[src/rtl/dmadec_pkg.sv]
package dmadec_pkg;
  localparam int BYTE_W = 8;
  localparam int ADDR_W = 16;
  localparam int NCMD   = 15;
  localparam int NPAR   = 14;
  localparam int PID_W  = $clog2(NPAR);

  // Parameter ids; within one group the numeric order is the queue order.
  typedef enum logic [PID_W-1:0] {
    PR_A_LO, PR_A_HI, PR_LEN_LO, PR_LEN_HI,
    PR_A_TIM, PR_B_TIM,
    PR_MASK, PR_MATCH,
    PR_B_LO, PR_B_HI, PR_ICTRL, PR_PULSE, PR_VEC,
    PR_RDMASK
  } par_e;

  typedef enum logic [2:0] {
    GR_XFER, GR_PA, GR_PB, GR_CMP, GR_PORTB, GR_PIN, GR_CMD, GR_NONE
  } grp_e;

  // Strobe bit indices, ascending by command code.
  localparam int CI_DIS_DMA  = 0;
  localparam int CI_EN_DMA   = 1;
  localparam int CI_REINIT   = 2;
  localparam int CI_RST_DINT = 3;
  localparam int CI_RD_SEQ   = 4;
  localparam int CI_EN_INT   = 5;
  localparam int CI_DIS_INT  = 6;
  localparam int CI_FORCE    = 7;
  localparam int CI_EN_RETI  = 8;
  localparam int CI_RDMASK   = 9;
  localparam int CI_RD_STAT  = 10;
  localparam int CI_RESET    = 11;
  localparam int CI_RST_ATIM = 12;
  localparam int CI_RST_BTIM = 13;
  localparam int CI_CONT     = 14;
endpackage

[src/rtl/dmadec_classify.sv]
module dmadec_classify
  import dmadec_pkg::*;
(
  input  logic [BYTE_W-1:0] byte_in,
  output grp_e              grp,
  output logic [NPAR-1:0]   fol,
  output logic [NCMD-1:0]   cmd_hot
);
  always_comb begin
    grp     = GR_NONE;
    fol     = '0;
    cmd_hot = '0;
    if ((byte_in & 8'h87) == 8'h00) begin
      grp = GR_PB;
      fol[int'(PR_B_TIM)] = byte_in[6];
    end else if ((byte_in & 8'h87) == 8'h04) begin
      grp = GR_PA;
      fol[int'(PR_A_TIM)] = byte_in[6];
    end else if (!byte_in[7]) begin
      grp = GR_XFER;
      fol[int'(PR_A_LO)]   = byte_in[3];
      fol[int'(PR_A_HI)]   = byte_in[4];
      fol[int'(PR_LEN_LO)] = byte_in[5];
      fol[int'(PR_LEN_HI)] = byte_in[6];
    end else if ((byte_in & 8'h83) == 8'h80) begin
      grp = GR_CMP;
      fol[int'(PR_MASK)]  = byte_in[3];
      fol[int'(PR_MATCH)] = byte_in[4];
    end else if ((byte_in & 8'h83) == 8'h81) begin
      grp = GR_PORTB;
      fol[int'(PR_B_LO)]  = byte_in[2];
      fol[int'(PR_B_HI)]  = byte_in[3];
      fol[int'(PR_ICTRL)] = byte_in[4];
    end else if ((byte_in & 8'hC7) == 8'h82) begin
      grp = GR_PIN;
    end else if ((byte_in & 8'h83) == 8'h83) begin
      grp = GR_CMD;
      case (byte_in)
        8'h83: cmd_hot[CI_DIS_DMA]  = 1'b1;
        8'h87: cmd_hot[CI_EN_DMA]   = 1'b1;
        8'h8B: cmd_hot[CI_REINIT]   = 1'b1;
        8'hA3: cmd_hot[CI_RST_DINT] = 1'b1;
        8'hA7: cmd_hot[CI_RD_SEQ]   = 1'b1;
        8'hAB: cmd_hot[CI_EN_INT]   = 1'b1;
        8'hAF: cmd_hot[CI_DIS_INT]  = 1'b1;
        8'hB3: cmd_hot[CI_FORCE]    = 1'b1;
        8'hB7: cmd_hot[CI_EN_RETI]  = 1'b1;
        8'hBB: begin
          cmd_hot[CI_RDMASK] = 1'b1;
          fol[int'(PR_RDMASK)] = 1'b1;
        end
        8'hBF: cmd_hot[CI_RD_STAT]  = 1'b1;
        8'hC3: cmd_hot[CI_RESET]    = 1'b1;
        8'hC7: cmd_hot[CI_RST_ATIM] = 1'b1;
        8'hCB: cmd_hot[CI_RST_BTIM] = 1'b1;
        8'hD3: cmd_hot[CI_CONT]     = 1'b1;
        default: ;
      endcase
    end
  end
endmodule

[src/rtl/dmadec_seq.sv]
module dmadec_seq
  import dmadec_pkg::*;
#(
  parameter int QDEPTH = 8
) (
  input  logic              clk,
  input  logic              rst,
  input  logic              wr_en,
  input  logic [BYTE_W-1:0] wr_data,
  input  logic [NPAR-1:0]   fol,
  output logic              busy,
  output logic              base_we,
  output logic              par_we,
  output par_e              cur_par
);
  localparam int QW = $clog2(QDEPTH);
  localparam int PW = QW + 1;

  par_e           q [QDEPTH];
  logic [PW-1:0]  cnt_q, ptr_q;
  par_e           ld_list [QDEPTH];
  logic [PW-1:0]  ld_cnt;
  par_e           ap0, ap1;
  logic [PW-1:0]  ap_cnt;
  logic [QW-1:0]  wi0, wi1;

  assign base_we = wr_en && !busy;
  assign par_we  = wr_en && busy;

  // Compact the qualifier mask into an ordered list of ids.
  always_comb begin
    logic [PW-1:0] rank;
    rank = '0;
    for (int k = 0; k < QDEPTH; k++) ld_list[k] = PR_A_LO;
    for (int i = 0; i < NPAR; i++) begin
      if (fol[i]) begin
        for (int k = 0; k < QDEPTH; k++)
          if (rank == PW'(k)) ld_list[k] = par_e'(PID_W'(i));
        rank = rank + PW'(1);
      end
    end
    ld_cnt = rank;
  end

  // Head of queue.
  always_comb begin
    cur_par = PR_A_LO;
    for (int k = 0; k < QDEPTH; k++)
      if (ptr_q[QW-1:0] == QW'(k)) cur_par = q[k];
  end

  // Entries appended by the interrupt-control byte.
  always_comb begin
    ap0    = PR_PULSE;
    ap1    = PR_VEC;
    ap_cnt = '0;
    if (cur_par == PR_ICTRL) begin
      if (wr_data[3] && wr_data[4]) begin
        ap_cnt = PW'(2);
      end else if (wr_data[3]) begin
        ap_cnt = PW'(1);
      end else if (wr_data[4]) begin
        ap0    = PR_VEC;
        ap_cnt = PW'(1);
      end
    end
  end

  assign wi0 = cnt_q[QW-1:0];
  assign wi1 = wi0 + QW'(1);

  always_ff @(posedge clk) begin
    if (rst) begin
      busy  <= 1'b0;
      cnt_q <= '0;
      ptr_q <= '0;
      for (int k = 0; k < QDEPTH; k++) q[k] <= PR_A_LO;
    end else if (base_we) begin
      cnt_q <= ld_cnt;
      ptr_q <= '0;
      busy  <= (ld_cnt != '0);
      for (int k = 0; k < QDEPTH; k++)
        if (PW'(k) < ld_cnt) q[k] <= ld_list[k];
    end else if (par_we) begin
      cnt_q <= cnt_q + ap_cnt;
      ptr_q <= ptr_q + PW'(1);
      busy  <= (ptr_q + PW'(1)) < (cnt_q + ap_cnt);
      for (int k = 0; k < QDEPTH; k++) begin
        if (ap_cnt != '0 && wi0 == QW'(k)) q[k] <= ap0;
        if (ap_cnt == PW'(2) && wi1 == QW'(k)) q[k] <= ap1;
      end
    end
  end
endmodule

[src/rtl/dmadec_regs.sv]
module dmadec_regs
  import dmadec_pkg::*;
(
  input  logic              clk,
  input  logic              rst,
  input  logic              base_we,
  input  grp_e              grp,
  input  logic [NCMD-1:0]   cmd_hot,
  input  logic              par_we,
  input  par_e              cur_par,
  input  logic [BYTE_W-1:0] d,
  output logic              dma_en,
  output logic              irq_en,
  output logic [NCMD-1:0]   cmd_pulse,
  output logic [BYTE_W-1:0] xfer_ctl,
  output logic [ADDR_W-1:0] a_addr,
  output logic [ADDR_W-1:0] blk_len,
  output logic [BYTE_W-1:0] a_cfg,
  output logic [BYTE_W-1:0] a_timing,
  output logic [BYTE_W-1:0] b_cfg,
  output logic [BYTE_W-1:0] b_timing,
  output logic [BYTE_W-1:0] cmp_ctl,
  output logic [BYTE_W-1:0] cmp_mask,
  output logic [BYTE_W-1:0] cmp_match,
  output logic [BYTE_W-1:0] b_ctl,
  output logic [ADDR_W-1:0] b_addr,
  output logic [BYTE_W-1:0] irq_ctl,
  output logic [BYTE_W-1:0] pulse_ctl,
  output logic [BYTE_W-1:0] irq_vec,
  output logic [BYTE_W-1:0] pin_ctl,
  output logic [BYTE_W-1:0] rd_mask
);
  always_ff @(posedge clk) begin
    if (rst) begin
      dma_en <= 1'b0;  irq_en <= 1'b0;  cmd_pulse <= '0;
      xfer_ctl <= '0;  a_addr <= '0;    blk_len <= '0;
      a_cfg <= '0;     a_timing <= '0;  b_cfg <= '0;   b_timing <= '0;
      cmp_ctl <= '0;   cmp_mask <= '0;  cmp_match <= '0;
      b_ctl <= '0;     b_addr <= '0;    irq_ctl <= '0;
      pulse_ctl <= '0; irq_vec <= '0;   pin_ctl <= '0; rd_mask <= '0;
    end else begin
      cmd_pulse <= '0;
      if (base_we) begin
        case (grp)
          GR_XFER:  xfer_ctl <= d;
          GR_PA:    a_cfg    <= d;
          GR_PB:    b_cfg    <= d;
          GR_CMP: begin
            cmp_ctl <= d;
            dma_en  <= d[6];
            irq_en  <= d[5];
          end
          GR_PORTB: b_ctl    <= d;
          GR_PIN:   pin_ctl  <= d;
          GR_CMD: begin
            cmd_pulse <= cmd_hot;
            if (cmd_hot[CI_EN_DMA])  dma_en <= 1'b1;
            if (cmd_hot[CI_DIS_DMA]) dma_en <= 1'b0;
            if (cmd_hot[CI_EN_INT])  irq_en <= 1'b1;
            if (cmd_hot[CI_DIS_INT] || cmd_hot[CI_RST_DINT]) irq_en <= 1'b0;
            if (cmd_hot[CI_RESET]) begin
              dma_en <= 1'b0;
              irq_en <= 1'b0;
            end
          end
          default: ;
        endcase
      end
      if (par_we) begin
        case (cur_par)
          PR_A_LO:   a_addr[BYTE_W-1:0]       <= d;
          PR_A_HI:   a_addr[ADDR_W-1:BYTE_W]  <= d;
          PR_LEN_LO: blk_len[BYTE_W-1:0]      <= d;
          PR_LEN_HI: blk_len[ADDR_W-1:BYTE_W] <= d;
          PR_A_TIM:  a_timing  <= d;
          PR_B_TIM:  b_timing  <= d;
          PR_MASK:   cmp_mask  <= d;
          PR_MATCH:  cmp_match <= d;
          PR_B_LO:   b_addr[BYTE_W-1:0]       <= d;
          PR_B_HI:   b_addr[ADDR_W-1:BYTE_W]  <= d;
          PR_ICTRL:  irq_ctl   <= d;
          PR_PULSE:  pulse_ctl <= d;
          PR_VEC:    irq_vec   <= d;
          PR_RDMASK: rd_mask   <= d;
          default: ;
        endcase
      end
    end
  end
endmodule

[src/rtl/dmadec_top.sv]
module dmadec_top
  import dmadec_pkg::*;
#(
  parameter int QDEPTH = 8
) (
  input  logic              clk,
  input  logic              rst,
  input  logic              wr_en,
  input  logic [BYTE_W-1:0] wr_data,
  output logic              busy,
  output logic              dma_en,
  output logic              irq_en,
  output logic [NCMD-1:0]   cmd_pulse,
  output logic [BYTE_W-1:0] xfer_ctl,
  output logic [ADDR_W-1:0] a_addr,
  output logic [ADDR_W-1:0] blk_len,
  output logic [BYTE_W-1:0] a_cfg,
  output logic [BYTE_W-1:0] a_timing,
  output logic [BYTE_W-1:0] b_cfg,
  output logic [BYTE_W-1:0] b_timing,
  output logic [BYTE_W-1:0] cmp_ctl,
  output logic [BYTE_W-1:0] cmp_mask,
  output logic [BYTE_W-1:0] cmp_match,
  output logic [BYTE_W-1:0] b_ctl,
  output logic [ADDR_W-1:0] b_addr,
  output logic [BYTE_W-1:0] irq_ctl,
  output logic [BYTE_W-1:0] pulse_ctl,
  output logic [BYTE_W-1:0] irq_vec,
  output logic [BYTE_W-1:0] pin_ctl,
  output logic [BYTE_W-1:0] rd_mask
);
  grp_e            grp;
  logic [NPAR-1:0] fol;
  logic [NCMD-1:0] cmd_hot;
  logic            base_we, par_we;
  par_e            cur_par;

  dmadec_classify u_cls (
    .byte_in (wr_data),
    .grp     (grp),
    .fol     (fol),
    .cmd_hot (cmd_hot)
  );

  dmadec_seq #(.QDEPTH(QDEPTH)) u_seq (
    .clk     (clk),
    .rst     (rst),
    .wr_en   (wr_en),
    .wr_data (wr_data),
    .fol     (fol),
    .busy    (busy),
    .base_we (base_we),
    .par_we  (par_we),
    .cur_par (cur_par)
  );

  dmadec_regs u_regs (
    .clk (clk), .rst (rst),
    .base_we (base_we), .grp (grp), .cmd_hot (cmd_hot),
    .par_we (par_we), .cur_par (cur_par), .d (wr_data),
    .dma_en (dma_en), .irq_en (irq_en), .cmd_pulse (cmd_pulse),
    .xfer_ctl (xfer_ctl), .a_addr (a_addr), .blk_len (blk_len),
    .a_cfg (a_cfg), .a_timing (a_timing),
    .b_cfg (b_cfg), .b_timing (b_timing),
    .cmp_ctl (cmp_ctl), .cmp_mask (cmp_mask), .cmp_match (cmp_match),
    .b_ctl (b_ctl), .b_addr (b_addr), .irq_ctl (irq_ctl),
    .pulse_ctl (pulse_ctl), .irq_vec (irq_vec),
    .pin_ctl (pin_ctl), .rd_mask (rd_mask)
  );
endmodule

[config.mk]
export PLATFORM = sky130hd
export DESIGN_NAME = dmadec_top
export DESIGN_NICKNAME = d
export VERILOG_FILES = /design/src/rtl/dmadec_pkg.sv /design/src/rtl/dmadec_classify.sv /design/src/rtl/dmadec_seq.sv /design/src/rtl/dmadec_regs.sv /design/src/rtl/dmadec_top.sv
export SDC_FILE = /design/constraint.sdc
export NUM_CORES = 1
export LEC_CHECK = 0
export ABC_AREA = 1
export BUFFER_PORTS_ARGS = -buffer_cell sky130_fd_sc_hd__buf_2
export CORE_MARGIN = 5
export CORE_UTILIZATION = 30
export CTS_CLUSTER_SIZE = 24
export DETAILED_ROUTE_END_ITERATION = 16
export HOLD_SLACK_MARGIN = 0.02
export PLACE_DENSITY = 0.53
export SYNTH_ARGS = -nofsm -noshare
export SYNTH_HDL_FRONTEND = slang
export SYNTH_SLANG_ARGS = --single-unit
[constraint.sdc]
create_clock -name clk -period 9.4 [get_ports clk]
set_input_delay 0.47 -clock clk [delete_from_list [all_inputs] [get_ports clk]]
set_output_delay 0.47 -clock clk [all_outputs]
set_load 0.02 [all_outputs]
## Word-level counts from Yosys, hierarchy flattened

Memories as Yosys holds them, arrays and structs flattened.
Cells that the tools add are included.

- Register bits after elaboration: 186
- Memory bits (writable): 32
- Input port bits: 11
- Word-level logic and storage cells: 610
- Memories kept: 1

- $add $sub $neg: 14
- Magnitude comparators: 9
- Equality and inequality tests: 140
- Mux-type cells: 324
- Bitwise operators: 28
- Reduce and logical (&&, ||, !) cells: 67

Memory list:

| memory | depth | bits a word | rd ports | clocked after memory_dff | wr ports | RTL line | text |
|---|---|---|---|---|---|---|---|
| u_seq.q | 8 | 4 | 8 | 0 | 8 | dmadec_seq.sv:19 | `par_e q [QDEPTH];` |

Operators with widths:

| cell | number |
|---|---|
| two-way mux 4 bit | 133 |
| two-way mux 32 bit | 11 |
| == test 4 x 3 -> 1 bit (second input constant) | 45 |
| two-way mux 1 bit | 157 |
| == test 8 bit (second input constant) | 15 |
| == test 4 x 2 -> 1 bit (second input constant) | 23 |
| two-way mux 12 bit | 7 |
| == test 3 bit (second input constant) | 18 |
| logical NOT 4 bit | 12 |
| adder 4 x 1 -> 4 bit (second input constant) | 11 |
| == test 4 x 1 -> 1 bit (second input constant) | 11 |
| AND reduction 2 bit | 20 |
| two-way mux 3 bit | 9 |
| == test 3 x 2 -> 1 bit (second input constant) | 8 |
| == test 4 bit (second input constant) | 6 |
| OR 1 bit | 24 |
| two-way mux 5 bit | 4 |
| logical AND 1 bit | 19 |
| < comparator 3 x 4 -> 1 bit (first input constant) | 4 |
| == test 1 x 3 -> 1 bit (second input constant) | 4 |
| == test 3 x 1 -> 1 bit (second input constant) | 4 |
| logical NOT 3 bit | 4 |
| OR reduction 10 bit | 1 |
| logical NOT 8 bit | 1 |
| other kinds (20) | 31 |

## Depth between registers and ports, before layout

Gate-level depths: netlist (run 1).

- Depth after elaboration: 34
- Gate-level depth with buffers: 47

## By module

A second synthesis (run 1) with hierarchy kept.

- Cell total of the unflattened synthesis: 1781
- Area, all modules: 12841.1 um2

Modules (own cells, without submodules):

| module | instances | cells an instance | area each (um2) | seq. area each (um2) |
|---|---|---|---|---|
| dmadec_seq | 1 | 996 | 6306.0 | 1121.1 |
| dmadec_regs | 1 | 707 | 6190.9 | 3543.4 |
| dmadec_classify | 1 | 78 | 344.1 | 0.0 |

## Least setup slack after synthesis (run 1)

Ideal clock, no wire load.

- Path type: input port to flip-flop
- From: input port wr_data[7]
- To: memory u_seq.q[0][4] (netlist name) (enable)
- Arrival time: 7.086 ns
- Required time: 9.137 ns
- Slack: 2.051 ns
- Stages: 41
- Cell sequence: inv_2 -> clkbuf_1 -> nand3_1 -> ha_1 -> nand3_2 -> nand2_4 -> inv_1 -> ha_1 -> or2_0 -> nand2_2 -> inv_1 -> ha_1 -> nand2_1 -> nand2_1 -> ha_1 -> nand2_1 -> nand2_1 -> ha_1 -> [5 not listed] -> ha_1 -> nand2_1 -> nand3_2 -> ha_1 -> or2_2 -> nand2_1 -> inv_1 -> ha_1 -> nand2_1 -> o21ai_2 -> ha_1 -> inv_1 -> nor2_1 -> nor2_1 -> inv_2 -> nand3_1 -> nand4_1 -> or2_1

RTL lines:

| element | RTL line | text |
|---|---|---|
| start: declaration | dmadec_top.sv:9 | `input logic [BYTE_W-1:0] wr_data,` |
| end: declaration | dmadec_seq.sv:19 |  |

==> results of run 1 <==
## power groups by stage
stage / registers, mW / clock network [mW] / logic (mW)
floorplan: 1.05 / 0 / 0.213
global placement: 1.02 / 0 / 0.353
detailed placement: 1.02 / 0 / 0.356
CTS: 1.00 / 0.956 / 0.357
global route: 1.01 / 0.995 / 0.398
finish: 1.00 / 0.936 / 0.358
## worst register-to-register path: cells and delay by family, from the launching register on
kind            cells  cell delay [ns]
fa+ha+maj           3             0.79
buf+inv             3             0.36
xor+xnor            1             0.16
simple gates       10             1.33
flops               1             0.43
compound gates      6             0.86
## placed cells by master, fill, tap and decap left out, types with 6 or more instances in the layout
master     netlist  final
nor2_2           8      8
o21ai_0        156    156
a21oi_1        167    167
o211ai_1         8      8
nand4_1         19     19
inv_2            9      9
o21ai_1          6      6
clkbuf_16        0     25
nor3_1          19     19
dfxtp_1        188    188
nand3_1         91     91
nand2_2         21     21
nand3_2         11     11
a211oi_1         6      6
inv_1          130    129
nand2_1        211    211
ha_1            55     55
buf_2            3    188
edfxtp_1        30     30
nor2_1         114    114
## cell type report
class,count,area [sq um]
Clock buffer,33,696
Inverter,143,539
Sequential cell,218,4660
Fill cell,3731,22000
Tap cell,455,569
Timing Repair Buffer,193,978
Multi-Input combinational cell,941,5040
Clock inverter,10,87.6
## kinds of logic after synthesis
family / synth area share [%]
flip-flops: 44.5
AO/OA/AOI/OAI: 18.0
buffers and inverters: 7.31
adder cells (fa/ha/maj): 6.76
AND/OR/NAND/NOR: 23.2
XOR/XNOR: 0.251
## flip-flops by register name, indices dropped and copies added, names as in the netlist, 15 cells and up
| register | cells |
|---|---|
| u_regs.a_addr | 16 |
| u_regs.b_addr | 16 |
| u_regs.cmd_pulse | 15 |
| u_regs.blk_len | 16 |
| u_seq.q | 32 |
## cell usage after synthesis, types with 2 or more instances
master	number	area [sq um]
a211oi_1	6	45.0
a21oi_1	167	836
a31oi_1	3	18.8
buf_2	3	15.0
buf_4	2	15.0
clkbuf_1	52	195
clkinv_1	4	15.0
dfxtp_1	188	3760
edfxtp_1	30	901
ha_1	55	688
inv_1	130	488
inv_2	9	33.8
nand2_1	211	792
nand2_2	21	131
nand2_4	4	45.0
nand3_1	91	455
nand3_2	11	110
nand4_1	19	119
nand4_2	2	25.0
nor2_1	114	428
nor2_2	8	50.1
nor2_4	2	22.5
nor3_1	19	95.1
nor3b_1	5	37.5
nor4_1	4	25.0
o211ai_1	8	60.1
o21a_1	3	22.5
o21ai_0	156	781
o21ai_1	6	30.0
o21ai_2	2	17.5
o22ai_1	3	18.8
or2_0	2	12.5
or2_2	4	25.0
xor2_1	2	17.5
## per-stage QoR
| stage | cell area, sq um | cells | hold WS, ns |
|---|---|---|---|
| floorplan | 10500 | 1360 | 0.443 |
| finish | 12600 | 1993 | 0.246 |
| global placement | 11800 | 1950 | 0.427 |
| CTS | 12600 | 1993 | 0.231 |
| detailed placement | 11800 | 1950 | 0.426 |
| global route | 12600 | 1993 | 0.264 |
## layer usage
metal / vias up / track usage [%]
met3: 43 / 4.00
met5: - / 0
met4: 0 / 3.39
li1: 4882 / -
met2: 248 / 27.7
met1: 4607 / 24.2
## worst paths after layout
path | from | end | slack [ns] | cells past startpoint
max | wr_data[4] | u_seq.q[0][7] | 1.31 | 42
min | wr_data[5] | u_regs.cmd_pulse[14] | 0.25 | 2
max reg2reg | u_seq.ptr_q[0] | u_seq.busy | 5.36 | 23
min reg2reg | u_regs.xfer_ctl[7] | u_regs.xfer_ctl[7] | 0.44 | 2
==> reports/metrics.csv, run 1 <==
metric,value,unit
status,"complete, no violations",
overflow left after global routing,0,
number of antenna-violating nets in the routed design,0,
io pins,189,
Clock H-tree levels,1,
Root Driver,clkbuf_16,
final setup fails,0,
vias in the first global route,9284,
clk sinks,218,
Least-Margin Pin Slew,1.07,ns
DRT iter0 DRCs,561,
Fmax,124,MHz
nets@finish,1589,
"Hold-fix buffers, CTS",0,
Worst-Skew Late Latency,0.53,ns
Top Metal Used,met4,
initial antenna violation count,1,
Port Buffer Count,188,
Reg power frac,43.7,%
DP Wirelength,26500,um
M1 wire length,16100,um
clock-pin slew on the worst setup and hold paths,0.06,ns
peak supply drop,0.156,mV
cts bufs inserted,25,
P&R area growth vs syn,20.1,%
core box area,34500,sq um
Post-Route Utilization,36.4,%
Slew Limit Fails,0,
P_leak,6.15,nW
Std-Cell Rows,68,
Pwr Total,2.30,mW
Yosys reg bits,218,
min Tclk post-route,8.09,ns
final setup TNS,0,ns
Starting Density,30.3,%
metal3 WL,2390,um
ANT cells,0,
Slew HR,28.6,%
Die W,197,um
die area,38700,sq um
placer congestion estimate,0.949,
Hold Crit Class,in -> reg,
number of remaining DRC errors,0,
Vias per Instance,4.91,
cell area power density,183,nW/um^2
Post-synth EDFFs,30,
Worst path max stage delay,0.42,ns
GRT Overall Usage,17.3,%
sequential area share after synthesis,44.5,%
family with the most delay on the worst path,simple AND/OR/NAND/NOR gates,
Setup Buffers After CTS,0,
WS Path Type,in -> reg,
Die Y,197,um
kind of start point of the critical path,input port,
setup ws final,1.31,ns
max cap viols,0,
Synthesized Nets,1427,
Pint,1.63,mW
NetSw,0.673,mW
CP Capture Type,register,
"Cell Area, Synth",10500,sq um
Worst Skew,0.0246,ns
Initial DRT Pass Iterations,5,
Clk pwr share,40.7,%
Sw Ratio,29.3,%
combinational power share,15.6,%
Place WS,0.826,ns
fin crit share,86.0,%
CP arrival,8.34,ns
CTS tree,built,
Bufs and invs on worst path,8,
final hold viol count,0,
final wirelength,35300,um
Routed WL per cell,17.7,um
share of cells above drive strength 1,19.4,%
Max Buffers Root-to-Sink,3,
Synth warnings,0,
CTS resizes,0,
worst-path fanout max,25,
ys flop type,dfxtp_1,
WP data required,9.65,ns
met2 wire len,16000,um
Post-synth ARST share,0,%
largest net degree at the start of global routing,93,
vias,9780,
Syn Area/Cell,7.70,sq um
synthesized instance count,1360,
unrepaired setup endpoints after global routing,no,
global-route wire length before repair,54200,um
Slowest cell on crit path,nor3_1,
Synth cell types,48,
Note: power is estimated with default switching activity, not from simulation.
==> run 2: changes to the inputs <==
PLACE_DENSITY = 0.52   (was 0.53)
SYNTH_HIERARCHICAL = 1   (was not set)
==> run 2 against run 1 <==
  * Register-to-register slack got worse by 0.74 ns
  * Utilization down 0.71 points
  * Synthesized area is 23% higher
  * Sequential cell count unchanged
  * Global-route usage is 0.24 points lower
  * Largest cell class unchanged
==> reports/metrics.csv, run 2 <==
metric,value,unit
reg2reg start,u_seq/ptr_q[1],
final wirelength,42000,um
final setup TNS,0,ns
Setup Buffers After CTS,0,
Worst Skew,0.0108,ns
largest net degree at the start of global routing,109,
WHS,0.269,ns
status,"complete, no violations",
ys flop type,dfxtp_1,
most frequent CP cell,nand2_1,
Slew Limit Fails,0,
vias,12218,
WP data required,9.56,ns
Syn Area/Cell,7.21,sq um
largest cells by area after synthesis,"dfxtp_1 (29%), nand2_1 (8.1%), edfxtp_1 (7.0%), ha_1 (6.4%), o21ai_0 (6.2%)",
Routed WL per cell,16.8,um
cell area power density,165,nW/um^2
"Cell Area, Synth",12800,sq um
DP Wirelength,32900,um
placed inst area,14200,sq um
R2R cell count,26,
most frequent cells in the layout,"nand2_1 (276), nor2_1 (209), inv_1 (193)",
peak supply drop,0.139,mV
Initial DRT Pass Iterations,5,
CTS resizes,0,
max cap viols,0,
P&R area growth vs syn,17.1,%
Sw Ratio,30.7,%
Fmax,117,MHz
final hold viol count,0,
Slowest cell on crit path,fa_1,
Synth top area share,29.3,%
Yosys reg bits,218,
CP arrival,8.69,ns
clock-pin slew on the worst setup and hold paths,0.06,ns
Starting Density,30.5,%
sequential area share after synthesis,36.3,%
fin crit share,90.8,%
Std-Cell Rows,75,
CP Capture Type,register,
final setup fails,0,
P_leak,7.41,nW
final instance area,15000,sq um
Die W,217,um
Synth area leader,dfxtp_1,
Vias per Instance,4.88,
synthesized instance count,1781,
Clk pwr share,39.7,%
kind of start point of the critical path,input port,
Pint,1.73,mW
number of antenna-violating nets in the routed design,0,
Post-synth ARST share,0,%
Die Y,217,um
Clock H-tree levels,1,
"most common cell after layout, fill and taps aside",nand2_1,
Port Buffer Count,188,
overflow left after global routing,0,
number of remaining DRC errors,0,
Least-Margin Pin Slew,1.21,ns
FILL cells,4541,
global-route wire length before repair,65200,um
Worst path max stage delay,0.64,ns
CTS tree,built,
Worst Min Path Start,wr_en,
terminus of the critical flop-to-flop path,u_seq/busy,
Largest Register,u_seq/q,
initial antenna violation count,0,
most frequent cell after synthesis,nand2_1,
die area,47000,sq um
hold depth,3,
GRT Overall Usage,17.1,%
core box area,42100,sq um
cts bufs inserted,25,
Reg power frac,40.4,%
Post-synth top cells,"nand2_1 (276), nor2_1 (209), inv_1 (193), dfxtp_1 (188), o21ai_0 (160)",
min Tclk post-route,8.53,ns
worst-path fanout max,8,
clk sinks,218,
unrepaired setup endpoints after global routing,no,
Synth warnings,6,
Pwr Total,2.49,mW
placer congestion estimate,0.923,
io pins,189,
share of cells above drive strength 1,20.9,%
NetSw,0.763,mW
R2R setup slack,4.62,ns
family with the most delay on the worst path,simple AND/OR/NAND/NOR gates,
Synth cell types,50,
Hold Crit Class,in -> reg,
max reg flops,32,
"Hold-fix buffers, CTS",0,
Place WS,0.338,ns
nets@finish,2025,
Root Driver,clkbuf_16,
setup ws final,0.867,ns
DRT iter0 DRCs,991,
Bufs and invs on worst path,9,
Post-synth EDFFs,30,
vias in the first global route,11568,
ANT cells,0,
Max Buffers Root-to-Sink,3,
WHS Endpoint,u_seq/ptr_q[0],
WS Path Type,in -> reg,
Worst-Skew Late Latency,0.52,ns
Slew HR,18.5,%
combinational power share,19.8,%
-- run 2: changes by cell type after synthesis, sizes merged, moves of 21 or more --
cell    previous run  this run
nand3            102       177
buf                6        27
inv              139       222
clkbuf            52        31
o21ai            164       204
nor2             124       235
nand2            236       342
-- run 2: cell families after synthesis --
group           Yosys count  share of synthesized area, %
simple gates            824                          31.7
compound gates          383                          15.8
buf+inv                 284                          9.19
flops                   218                          36.3
fa+ha+maj                68                          6.74
xor+xnor                  3                         0.205
other cells               1                        0.0292
-- run 2: worst max path at each step --
stage / to / depth (start not counted) / slack [ns] / start
after floorplan: u_seq/q[0][10] / 48 / 1.21 / wr_data[7]
after global placement: u_seq/q[0][8] / 48 / 0.55 / wr_data[1]
after detailed placement: u_seq/q[1][8] / 44 / 0.34 / wr_data[1]
after CTS: u_seq/q[1][8] / 44 / 0.87 / wr_data[1]
after global routing: u_seq/q[0][9] / 48 / 0.08 / wr_data[1]
final: u_seq/q[1][9] / 45 / 0.87 / wr_data[7]
-- run 2: layout make-up --
class	instances	area (sq um)	area share, %
inverters	224	842	5.60
multi-input cells	1280	7000	46.5
clock inverters	11	118	0.782
clock buffers	35	734	4.88
repair buffers	197	1010	6.70
flip-flops and latches	218	4660	31.0
well taps	539	674	4.48
-- run 2: routing by layer --
metal | vias to the layer above | wire length (um) | global-route usage [%]
li1 | 6213 | - | -
met1 | 5659 | 20000 | 23.8
met2 | 305 | 19200 | 28.6
met3 | 41 | 2090 | 2.02
met4 | 0 | 778 | 3.73
met5 | - | 0 | 0
-- run 2: power by group through the flow --
stage	registers, mW	logic, mW	clock network, mW
detailed placement	1.03	0.487	0
finish	1.01	0.494	0.989
CTS	1.01	0.489	1.01
floorplan	1.05	0.327	0
global route	1.01	0.551	1.05
global placement	1.03	0.483	0
-- run 2: worst register-to-register path, cell delays in order (launching register included) --
cell      delay (ns)
dfxtp_1         0.35
inv_1           0.11
ha_1            0.26
inv_1           0.12
nor2_1          0.22
nand2_1         0.09
nand3_1         0.09
o211ai_1        0.10
nand3_1         0.09
o211ai_1        0.09
nand3_1         0.13
o21ai_0         0.10
o21ai_0         0.94
nor2_1          0.11
nand2_1         0.13
inv_1           0.07
nand2_1         0.06
inv_1           0.05
ha_1            0.21
fa_1            0.41
xnor2_1         0.16
ha_1            0.29
nand2_1         0.04
o21ai_0         0.20
nand2_1         0.10
nand2_1         0.09
a21oi_1         0.07
-- run 2: metrics by stage --
stage	instances	utilization (%)
floorplan	1782	-
global route	2504	35.7
CTS	2504	35.7
detailed placement	2458	33.7
global placement	2458	33.7
finish	2504	35.7
==> run 3: changes to the inputs <==
CORE_UTILIZATION = 45   (was 30)
PLACE_DENSITY = 0.7   (was 0.52)
==> run 3 against run 2 <==
  * Combinational power shrank 0.8%
  * Clock-buffer cell count shrank 4
  * Setup slack lost 0.097 ns
  * Sequential cell count did not move
  * Critical path type unchanged
  * Worst hold slack improved by 0.039 ns
  * Utilization is 17 points higher
  * Die area down 32%
  * Sequential power hardly changed
  * Critical path depth grew 4
  * Clock power is 2.7% lower
  * Final cell count down 6.8%
  * Largest cell class unchanged
==> reports/metrics.csv, run 3 (synthesis gave the netlist of run 2 again) <==
metric,value,unit
Clock H-tree levels,1,
CTS tree,built,
Post-Route Utilization,52.8,%
most frequent CP cell,nand2_1,
Root Driver,clkbuf_16,
P&R area growth vs syn,15.2,%
CP Capture Type,register,
max cap viols,0,
final instance area,14800,sq um
R2R setup slack,4.57,ns
Hold Crit Class,in -> reg,
DP Wirelength,29200,um
unrepaired setup endpoints after global routing,no,
cell area power density,166,nW/um^2
clock-pin slew on the worst setup and hold paths,0.06,ns
worst-path fanout max,13,
Routed WL per cell,16.2,um
Least-Margin Pin Slew,1.16,ns
R2R cell count,23,
initial antenna violation count,0,
final setup fails,0,
Worst Skew,0.00950,ns
Initial DRT Pass Iterations,6,
Reg power frac,40.9,%
cts bufs inserted,22,
min Tclk post-route,8.63,ns
Pint,1.73,mW
final wirelength,37700,um
kind of start point of the critical path,input port,
Starting Density,45.8,%
Max Buffers Root-to-Sink,3,
combinational power share,20.0,%
WP data required,9.57,ns
share of cells above drive strength 1,20.7,%
Slew HR,21.6,%
Vias per Instance,5.31,
"most common cell after layout, fill and taps aside",nand2_1,
Fmax,116,MHz
core box area,28000,sq um
number of remaining DRC errors,0,
placer congestion estimate,0.920,
fin cells,2334,
io pins,189,
P_leak,7.38,nW
area of the multi-input gates,7000,sq um
most frequent cells in the layout,"nand2_1 (276), nor2_1 (208), inv_1 (193)",
Largest Register,u_seq/q,
CP arrival,8.80,ns
largest net degree at the start of global routing,84,
hold depth,3,
vias in the first global route,11609,
Die W,179,um
clk sinks,218,
global-route wire length before repair,59300,um
final setup TNS,0,ns
vias,12399,
final hold viol count,0,
nets@finish,2019,
die area,32000,sq um
ANT cells,0,
FILL cells,2782,
GRT Overall Usage,22.7,%
Std-Cell Rows,61,
Worst-Skew Late Latency,0.49,ns
Placed Instances,2293,
peak supply drop,0.147,mV
overflow left after global routing,0,
Die Y,179,um
Worst path max stage delay,0.65,ns
DRT iter0 DRCs,939,
NetSw,0.731,mW
WS Path Type,in -> reg,
Slew Limit Fails,0,
placed inst area,14000,sq um
fin crit share,91.8,%
Clk pwr share,39.1,%
Port Buffer Count,188,
status,"complete, no violations",
Slowest cell on crit path,fa_1,
number of antenna-violating nets in the routed design,0,
Sw Ratio,29.7,%
max reg flops,32,
register area,4660,sq um
-- run 3: cell count changes in the layout (fill, tap and decap cells not counted), moves of 2 or more --
cell,previous run,this run
buf_4,9,6
o21ai_1,41,43
o21ai_0,160,158
clkinv_4,2,0
clkbuf_1,4,1
-- run 3: power groups by stage --
stage,sequential [mW],clock (mW),combinational (mW)
finish,1.01,0.962,0.490
global route,1.01,1.02,0.545
CTS,1.01,0.977,0.482
detailed placement,1.03,0,0.480
global placement,1.03,0,0.469
floorplan,1.05,0,0.327
-- run 3: path summary, 6_finish.rpt --
path | from | to
max reg2reg | u_seq/ptr_q[0] | u_seq/busy
min | wr_en | u_seq/ptr_q[0]
max | wr_data[7] | u_seq/q[0][10]
min reg2reg | u_regs/irq_vec[6] | u_regs/irq_vec[6]
-- run 3: metal layers --
layer	part of all wire, %	global-route usage [%]	vias up
met1	43	29.8	5674
met3	7.2	2.74	66
li1	-	-	6201
met4	2.9	7.61	0
met2	47	38.8	458
met5	0	0	-
-- run 3: area by class of cell --
class,count,share of cell area [%]
tap,378,3.20
sequential,218,31.5
clock inverter,9,0.863
clock buffer,31,4.72
timing repair buffer,194,6.66
multi-input combinational,1280,47.3
inverter,224,5.69
-- run 3: critical path, delay by kind of cell --
family | cells | cell delay [ns]
buffers and inverters | 12 | 1.20
adders and majority gates | 10 | 3.16
AOI/OAI and AO/OA | 2 | 0.33
and+or+nand+nor | 25 | 3.66
-- run 3: stage by stage --
stage / setup WS, ns / total power [mW] / hold WS [ns]
after floorplan: 1.21 / 1.37 / 0.456
after global placement: 0.574 / 1.49 / 0.430
after detailed placement: 0.265 / 1.51 / 0.433
after CTS: 0.754 / 2.46 / 0.296
after global routing: 0.0577 / 2.57 / 0.316
final: 0.770 / 2.46 / 0.308
-- run 3: timing repair --
item	in CTS	in global routing
hold buffers	0	0
buffers inserted	0	1
gates resized for setup	0	3
endpoints found under the hold margin	0	0
setup endpoints to repair	0	8
